File: config.mk
export PLATFORM = sky130hd
export DESIGN_NAME = lvc_top
export DESIGN_NICKNAME = d
export VERILOG_FILES = /design/src/rtl/lvc_pkg.sv /design/src/rtl/lvc_map.sv /design/src/rtl/lvc_valid.sv /design/src/rtl/lvc_store.sv /design/src/rtl/lvc_top.sv
export SDC_FILE = /design/constraint.sdc
export NUM_CORES = 2
export LEC_CHECK = 0
export ABC_CLOCK_PERIOD_IN_PS = 5300
export BUFFER_PORTS_ARGS = -buffer_cell sky130_fd_sc_hd__buf_2
export CORE_AREA = 4 4 454 344
export DETAILED_ROUTE_END_ITERATION = 6
export DIE_AREA = 0 0 458 348
export GPL_TIMING_DRIVEN = 0
export PLACE_DENSITY = 0.76
export SYNTH_ARGS = -nofsm -noshare
export SYNTH_HDL_FRONTEND = slang
export SYNTH_SLANG_ARGS = --single-unit
File: constraint.sdc
create_clock -name clk -period 5.3 [get_ports clk]
set_clock_uncertainty 0.2 [all_clocks]
set_input_delay 0.795 -clock clk [delete_from_list [all_inputs] [get_ports clk]]
set_output_delay 0.795 -clock clk [all_outputs]
set_load 0.01 [all_outputs]
File: src/rtl/lvc_pkg.sv
package lvc_pkg;
  localparam int LVC_THREADS = 8;
  localparam int LVC_IDS     = 16;
  localparam int LVC_SLOTS   = 8;
  localparam int LVC_DATA_W  = 32;
endpackage

File: src/rtl/lvc_map.sv
module lvc_map #(
  parameter int NUM_IDS   = 16,
  parameter int NUM_SLOTS = 8,
  localparam int ID_W     = $clog2(NUM_IDS),
  localparam int SLOT_W   = $clog2(NUM_SLOTS)
) (
  input  logic                 clk,
  input  logic                 rst,
  input  logic                 wr_en,
  input  logic [ID_W-1:0]      wr_id,
  input  logic                 rel_en,
  input  logic [ID_W-1:0]      rel_id,
  input  logic [ID_W-1:0]      rd_id,
  output logic                 wr_go,
  output logic [SLOT_W-1:0]    wr_slot,
  output logic                 ovf_now,
  output logic                 rel_go,
  output logic [SLOT_W-1:0]    rel_slot,
  output logic                 rd_mapped,
  output logic [SLOT_W-1:0]    rd_slot,
  output logic [NUM_SLOTS-1:0] slot_used
);
  logic [NUM_IDS-1:0] id_live;
  logic [SLOT_W-1:0]  id_slot [NUM_IDS];
  logic [SLOT_W-1:0]  free_idx;
  logic               any_free, wr_hit, rel_same, alloc;

  always_comb begin
    free_idx = '0;
    any_free = 1'b0;
    for (int s = NUM_SLOTS-1; s >= 0; s--) begin
      if (!slot_used[s]) begin
        free_idx = SLOT_W'(s);
        any_free = 1'b1;
      end
    end
  end

  assign wr_hit    = id_live[wr_id];
  assign rel_same  = rel_en && (rel_id == wr_id);
  assign wr_go     = wr_en && !rel_same && (wr_hit || any_free);
  assign ovf_now   = wr_en && !rel_same && !wr_hit && !any_free;
  assign alloc     = wr_go && !wr_hit;
  assign wr_slot   = wr_hit ? id_slot[wr_id] : free_idx;
  assign rel_go    = rel_en && id_live[rel_id];
  assign rel_slot  = id_slot[rel_id];
  assign rd_mapped = id_live[rd_id];
  assign rd_slot   = id_slot[rd_id];

  always_ff @(posedge clk) begin
    if (rst) begin
      id_live   <= '0;
      slot_used <= '0;
      for (int i = 0; i < NUM_IDS; i++) id_slot[i] <= '0;
    end else begin
      if (alloc) begin
        id_live[wr_id]      <= 1'b1;
        id_slot[wr_id]      <= free_idx;
        slot_used[free_idx] <= 1'b1;
      end
      if (rel_go) begin
        id_live[rel_id]     <= 1'b0;
        slot_used[rel_slot] <= 1'b0;
      end
    end
  end
endmodule

File: src/rtl/lvc_valid.sv
module lvc_valid #(
  parameter int NUM_SLOTS   = 8,
  parameter int NUM_THREADS = 8,
  localparam int SLOT_W     = $clog2(NUM_SLOTS),
  localparam int TID_W      = $clog2(NUM_THREADS)
) (
  input  logic              clk,
  input  logic              rst,
  input  logic              set_en,
  input  logic [SLOT_W-1:0] set_slot,
  input  logic [TID_W-1:0]  set_tid,
  input  logic              clr_en,
  input  logic [SLOT_W-1:0] clr_slot,
  input  logic [SLOT_W-1:0] rd_slot,
  input  logic [TID_W-1:0]  rd_tid,
  output logic              rd_valid
);
  logic [NUM_THREADS-1:0] vbits [NUM_SLOTS];

  assign rd_valid = vbits[rd_slot][rd_tid];

  always_ff @(posedge clk) begin
    if (rst) begin
      for (int s = 0; s < NUM_SLOTS; s++) vbits[s] <= '0;
    end else begin
      if (clr_en) vbits[clr_slot] <= '0;
      if (set_en) vbits[set_slot][set_tid] <= 1'b1;
    end
  end
endmodule

File: src/rtl/lvc_store.sv
module lvc_store #(
  parameter int DEPTH  = 64,
  parameter int DATA_W = 32,
  localparam int ADDR_W = $clog2(DEPTH)
) (
  input  logic              clk,
  input  logic              we,
  input  logic [ADDR_W-1:0] waddr,
  input  logic [DATA_W-1:0] wdata,
  input  logic [ADDR_W-1:0] raddr,
  output logic [DATA_W-1:0] rdata
);
  logic [DATA_W-1:0] mem [DEPTH];

  always_ff @(posedge clk) begin
    if (we) mem[waddr] <= wdata;
  end

  always_ff @(posedge clk) begin
    rdata <= mem[raddr];
  end
endmodule

File: src/rtl/lvc_top.sv
module lvc_top #(
  parameter int NUM_THREADS = lvc_pkg::LVC_THREADS,
  parameter int NUM_IDS     = lvc_pkg::LVC_IDS,
  parameter int NUM_SLOTS   = lvc_pkg::LVC_SLOTS,
  parameter int DATA_W      = lvc_pkg::LVC_DATA_W,
  localparam int TID_W      = $clog2(NUM_THREADS),
  localparam int ID_W       = $clog2(NUM_IDS),
  localparam int SLOT_W     = $clog2(NUM_SLOTS),
  localparam int DEPTH      = NUM_SLOTS * NUM_THREADS
) (
  input  logic              clk,
  input  logic              rst,
  input  logic              wr_en,
  input  logic [TID_W-1:0]  wr_tid,
  input  logic [ID_W-1:0]   wr_lvid,
  input  logic [DATA_W-1:0] wr_data,
  input  logic              rel_en,
  input  logic [ID_W-1:0]   rel_lvid,
  input  logic              rd_en,
  input  logic [TID_W-1:0]  rd_tid,
  input  logic [ID_W-1:0]   rd_lvid,
  output logic              rd_ack,
  output logic [DATA_W-1:0] rd_data,
  output logic              rd_miss,
  output logic              wr_ovf
);
  logic                 wr_go, ovf_now, rel_go, rd_mapped, rd_valid, hit_q;
  logic [SLOT_W-1:0]    wr_slot, rel_slot, rd_slot;
  logic [NUM_SLOTS-1:0] slot_used_w;
  logic [DATA_W-1:0]    ram_q;

  lvc_map #(.NUM_IDS(NUM_IDS), .NUM_SLOTS(NUM_SLOTS)) u_map (
    .clk(clk), .rst(rst),
    .wr_en(wr_en), .wr_id(wr_lvid),
    .rel_en(rel_en), .rel_id(rel_lvid), .rd_id(rd_lvid),
    .wr_go(wr_go), .wr_slot(wr_slot), .ovf_now(ovf_now),
    .rel_go(rel_go), .rel_slot(rel_slot),
    .rd_mapped(rd_mapped), .rd_slot(rd_slot), .slot_used(slot_used_w)
  );

  lvc_valid #(.NUM_SLOTS(NUM_SLOTS), .NUM_THREADS(NUM_THREADS)) u_valid (
    .clk(clk), .rst(rst),
    .set_en(wr_go), .set_slot(wr_slot), .set_tid(wr_tid),
    .clr_en(rel_go), .clr_slot(rel_slot),
    .rd_slot(rd_slot), .rd_tid(rd_tid), .rd_valid(rd_valid)
  );

  lvc_store #(.DEPTH(DEPTH), .DATA_W(DATA_W)) u_store (
    .clk(clk),
    .we(wr_go), .waddr({wr_slot, wr_tid}), .wdata(wr_data),
    .raddr({rd_slot, rd_tid}), .rdata(ram_q)
  );

  always_ff @(posedge clk) begin
    if (rst) begin
      rd_ack <= 1'b0;
      hit_q  <= 1'b0;
      wr_ovf <= 1'b0;
    end else begin
      rd_ack <= rd_en;
      hit_q  <= rd_en && rd_mapped && rd_valid;
      wr_ovf <= ovf_now;
    end
  end

  assign rd_data = hit_q ? ram_q : '0;
  assign rd_miss = rd_ack && !hit_q;
endmodule

==> summary.md <==
| Metric | Value |
|---|---|
| Status | `complete, but fails checks` |
| Violated checks | `max-capacitance violations, max-slew violations` |
| #FFs+latches synth | `2219` |
| IO Count | `90` |
| DR vias | `44000` |
| Max_cap viols | `2` |
| Synth top area cells | `edfxtp_1 (73%), mux4_2 (18%), dfxtp_1 (2.9%)` |
| Max Freq | `195 MHz` |
| Initial Util | `0.568` |
| Gr ovfl total | `0` |
| Stages on the worst setup path | `8` |
| Post-synthesis cell count | `roughly 3800` |
| Tmin final | `around 5000 ps` |
| Worst hold path type | `in2reg` |
| Synth area leader | `edfxtp_1` |
| Syn Nets | `3885` |
| Sequential share of the synthesized area | `0.760` |
| Critical path type | `in2reg` |
| Die W | `458 um` |
| Slew margin rel. | `-0.00629` |
| Routability cong. | `0.992` |
| Vias in the first global route | `roughly 43000` |
| Fin crit share | `0.966` |
| Worst hold path startpoint | `wr_en` |
| Worst reg2reg path startpoint | `u_map.id_slot[13][0]$_SDFFCE_PN0P_` |
| Root Driver | `clkbuf_16` |
| CP startpoint | `rd_tid[0]` |
| Slew @ Worst Pin | `1510 ps` |
| Final Hold Fails | `0` |
| Pleak | `30.3 nW` |
| CP max stage delay | `1020 ps` |
| Yosys cell types | `66` |
| Crit path DAT | `~5600 ps` |
| # H-tree levels | `4` |
| TritonCTS Sinks | `2219` |
| Startpoint Class | `input pin` |
| Total CTS buffers | `197` |
| Most common cell in the synthesized netlist | `edfxtp_1` |
| Max VDD drop | `351 uV` |
| Core area | `about 150000 um^2` |
| Reg2reg path depth | `8` |
| # DRC | `0` |
| Die Area | `159000 um^2` |
| PortBufs | `77` |
| WP buf/inv | `4` |
| Fin nets | `4230` |
| Hold Crit Depth | `3` |
| RSZ-0062 raised after global routing | `no` |
| Delay-heaviest family, CP | `buffers and inverters` |
| CTS tree | `yes` |
| Dpl cells | `5989` |
| Total Wirelength | `237000 um` |
| 1st-iter DRT viols | `7245` |
| Final HPWL DP | `143000 um` |
| CP required | `approximately 5800 ps` |
| Setup violators final | `0` |
| Post-synth EDFFs | `roughly 2100` |
| Syn-to-layout area delta | `13.2%` |
| R2R Path End | `u_store.rdata[28]$_DFF_P_` |
| Clock Path Buffers | `3` |
| Wire length per cell | `37.3 um` |
| Non-Filler Instances | `between 6000 and 7000` |
| R2R setup slack | `about 400 ps` |
| PD cells | `371 nW/um^2` |
| FP Rows | `124` |
| Final core utilization | `0.642` |
| Crit. End Element | `flop` |
| Die Span Y | `348 um` |
| Initial antenna violation count | `22` |
| First-pass GRT wire length | `334000 um` |
| Largest net degree at the start of global routing | `between 60 and 70` |
| Crit path max-delay cell type | `buf_1` |
| Synthesis Warnings | `0` |
| Async SR Flop Fraction | `0` |
| Share of layout cells above drive strength 1 | `0.295` |
| Area share of the largest cell type after synthesis | `0.732` |
| Most common library cells after synthesis | `edfxtp_1 (2096), mux4_2 (695), nor2_1 (153), clkbuf_1 (127), dfxtp_1 (123)` |
| Pins Over Slew Limit | `22` |
| Vias per cell | `6.91` |
| Clock latency on the worst-skew pair | `850 ps` |
| 1st-pass router iterations | `6` |
| Syn Area/Cell | `22.5 um^2` |
| Ys flop type | `edfxtp_1` |
| Cell Chain, Critical Path | `clkbuf_1, buf_2, clkbuf_1, buf_1, mux4_2, mux4_2, mux2i_1, a21oi_1` |
| Total negative slack | `0 ps` |
| DRT antenna net count | `0` |
| Synth Cell Area | `~86000 um^2` |
| GRT Util Overall | `0.300` |
| WHS Endpoint | `wr_ovf$_SDFF_PP0_` |
| Crit path max fanout | `10` |
| Clock transition at path regs | `~60 ps` |
## logic make-up after synthesis
kind of cell | after synthesis | share of synthesized area
flops | 2219 | 0.760
mux | 759 | 0.190
simple gates | 399 | 0.0217
buf+inv | 228 | 0.0110
compound gates | 221 | 0.0168
xor+xnor | 4 | 0.000407
## cell usage in the layout (no fill, tap or decap), drive strengths merged, types with 8 or more instances in the layout
cell	synthesis	final
a211oi	44	44
a21oi	55	55
a22o	8	8
a2bb2oi	8	8
and2	69	69
buf	88	230
bufinv	0	17
clkbuf	127	378
clkinv	0	84
clkinvlp	0	8
dfxtp	123	123
edfxtp	2096	2096
inv	13	22
mux2i	57	57
mux4	695	695
nand2	103	103
nand2b	8	8
nand3	9	9
nor2	155	155
nor2b	19	19
nor3	14	14
o21ai	59	59
## how the worst max path moves through the flow
stage          slack [ps]                       endpoint
2_1_floorplan         260   u_store.mem[40][0]$_DFFE_PP_
5_1_grt               180      u_store.rdata[31]$_DFF_P_
6_report              180       u_store.rdata[2]$_DFF_P_
3_5_place_dp         -800      u_store.rdata[31]$_DFF_P_
4_1_cts                20      u_store.rdata[31]$_DFF_P_
3_3_place_gp        -1750  u_store.mem[44][18]$_DFFE_PP_
## power breakdown
part	total [mW]	switching, mW	internal (mW)
Combinational	2.41	1.59	0.824
Clock	14.3	6.48	7.86
Sequential	19.4	0.0613	19.3
## metrics by stage
stage	hold slack, ps	power, mW	cell area (um^2)	worst slack (ps)
CTS	59.6	36.1	97300	20.0
global route	120	37.0	97400	176
global placement	228	22.0	88900	-1750
floorplan	219	20.9	86000	263
finish	122	36.1	97400	182
detailed placement	239	22.1	90900	-798
## sequential cells by signal, summed over array words and instances, names as in the netlist
signal and count:
rd_ack 1, u_store.mem 2048, u_map.slot_used 8, u_store.rdata 32, u_map.id_live 16, u_valid.vbits 64, wr_ovf 1, hit_q 1
u_map.id_slot 48
## layout make-up
class	instances	area [um^2]
sequential	2219	65400
fill	9443	54200
multi-input combinational	1383	20200
clock buffer	248	5230
tap	2016	2520
timing repair buffer	146	1920
clock inverter	118	1160
buffer	215	907
inverter	13	48.8
antenna	7	17.5
## tightest hold or removal path, cell delays in order
cell,delay (ps)
buf_2,110
o41ai_1,110
nor4_1,90
## per-layer routing
| layer | track usage | vias up | part of all wire |
|---|---|---|---|
| met2 | 0.443 | 3536 | 0.46 |
| met4 | 0.108 | 12 | 0.038 |
| met3 | 0.0993 | 459 | 0.14 |
| met1 | 0.427 | 23100 | 0.36 |
| li1 | - | 16900 | - |
| met5 | 0 | - | 0.00033 |
## timing repair
action	CTS	global route
hold buffers	1	0
hold endpoints to repair	1	0
gates resized for setup	0	0
buffers inserted	0	0
(Power assumes the default switching activity.)
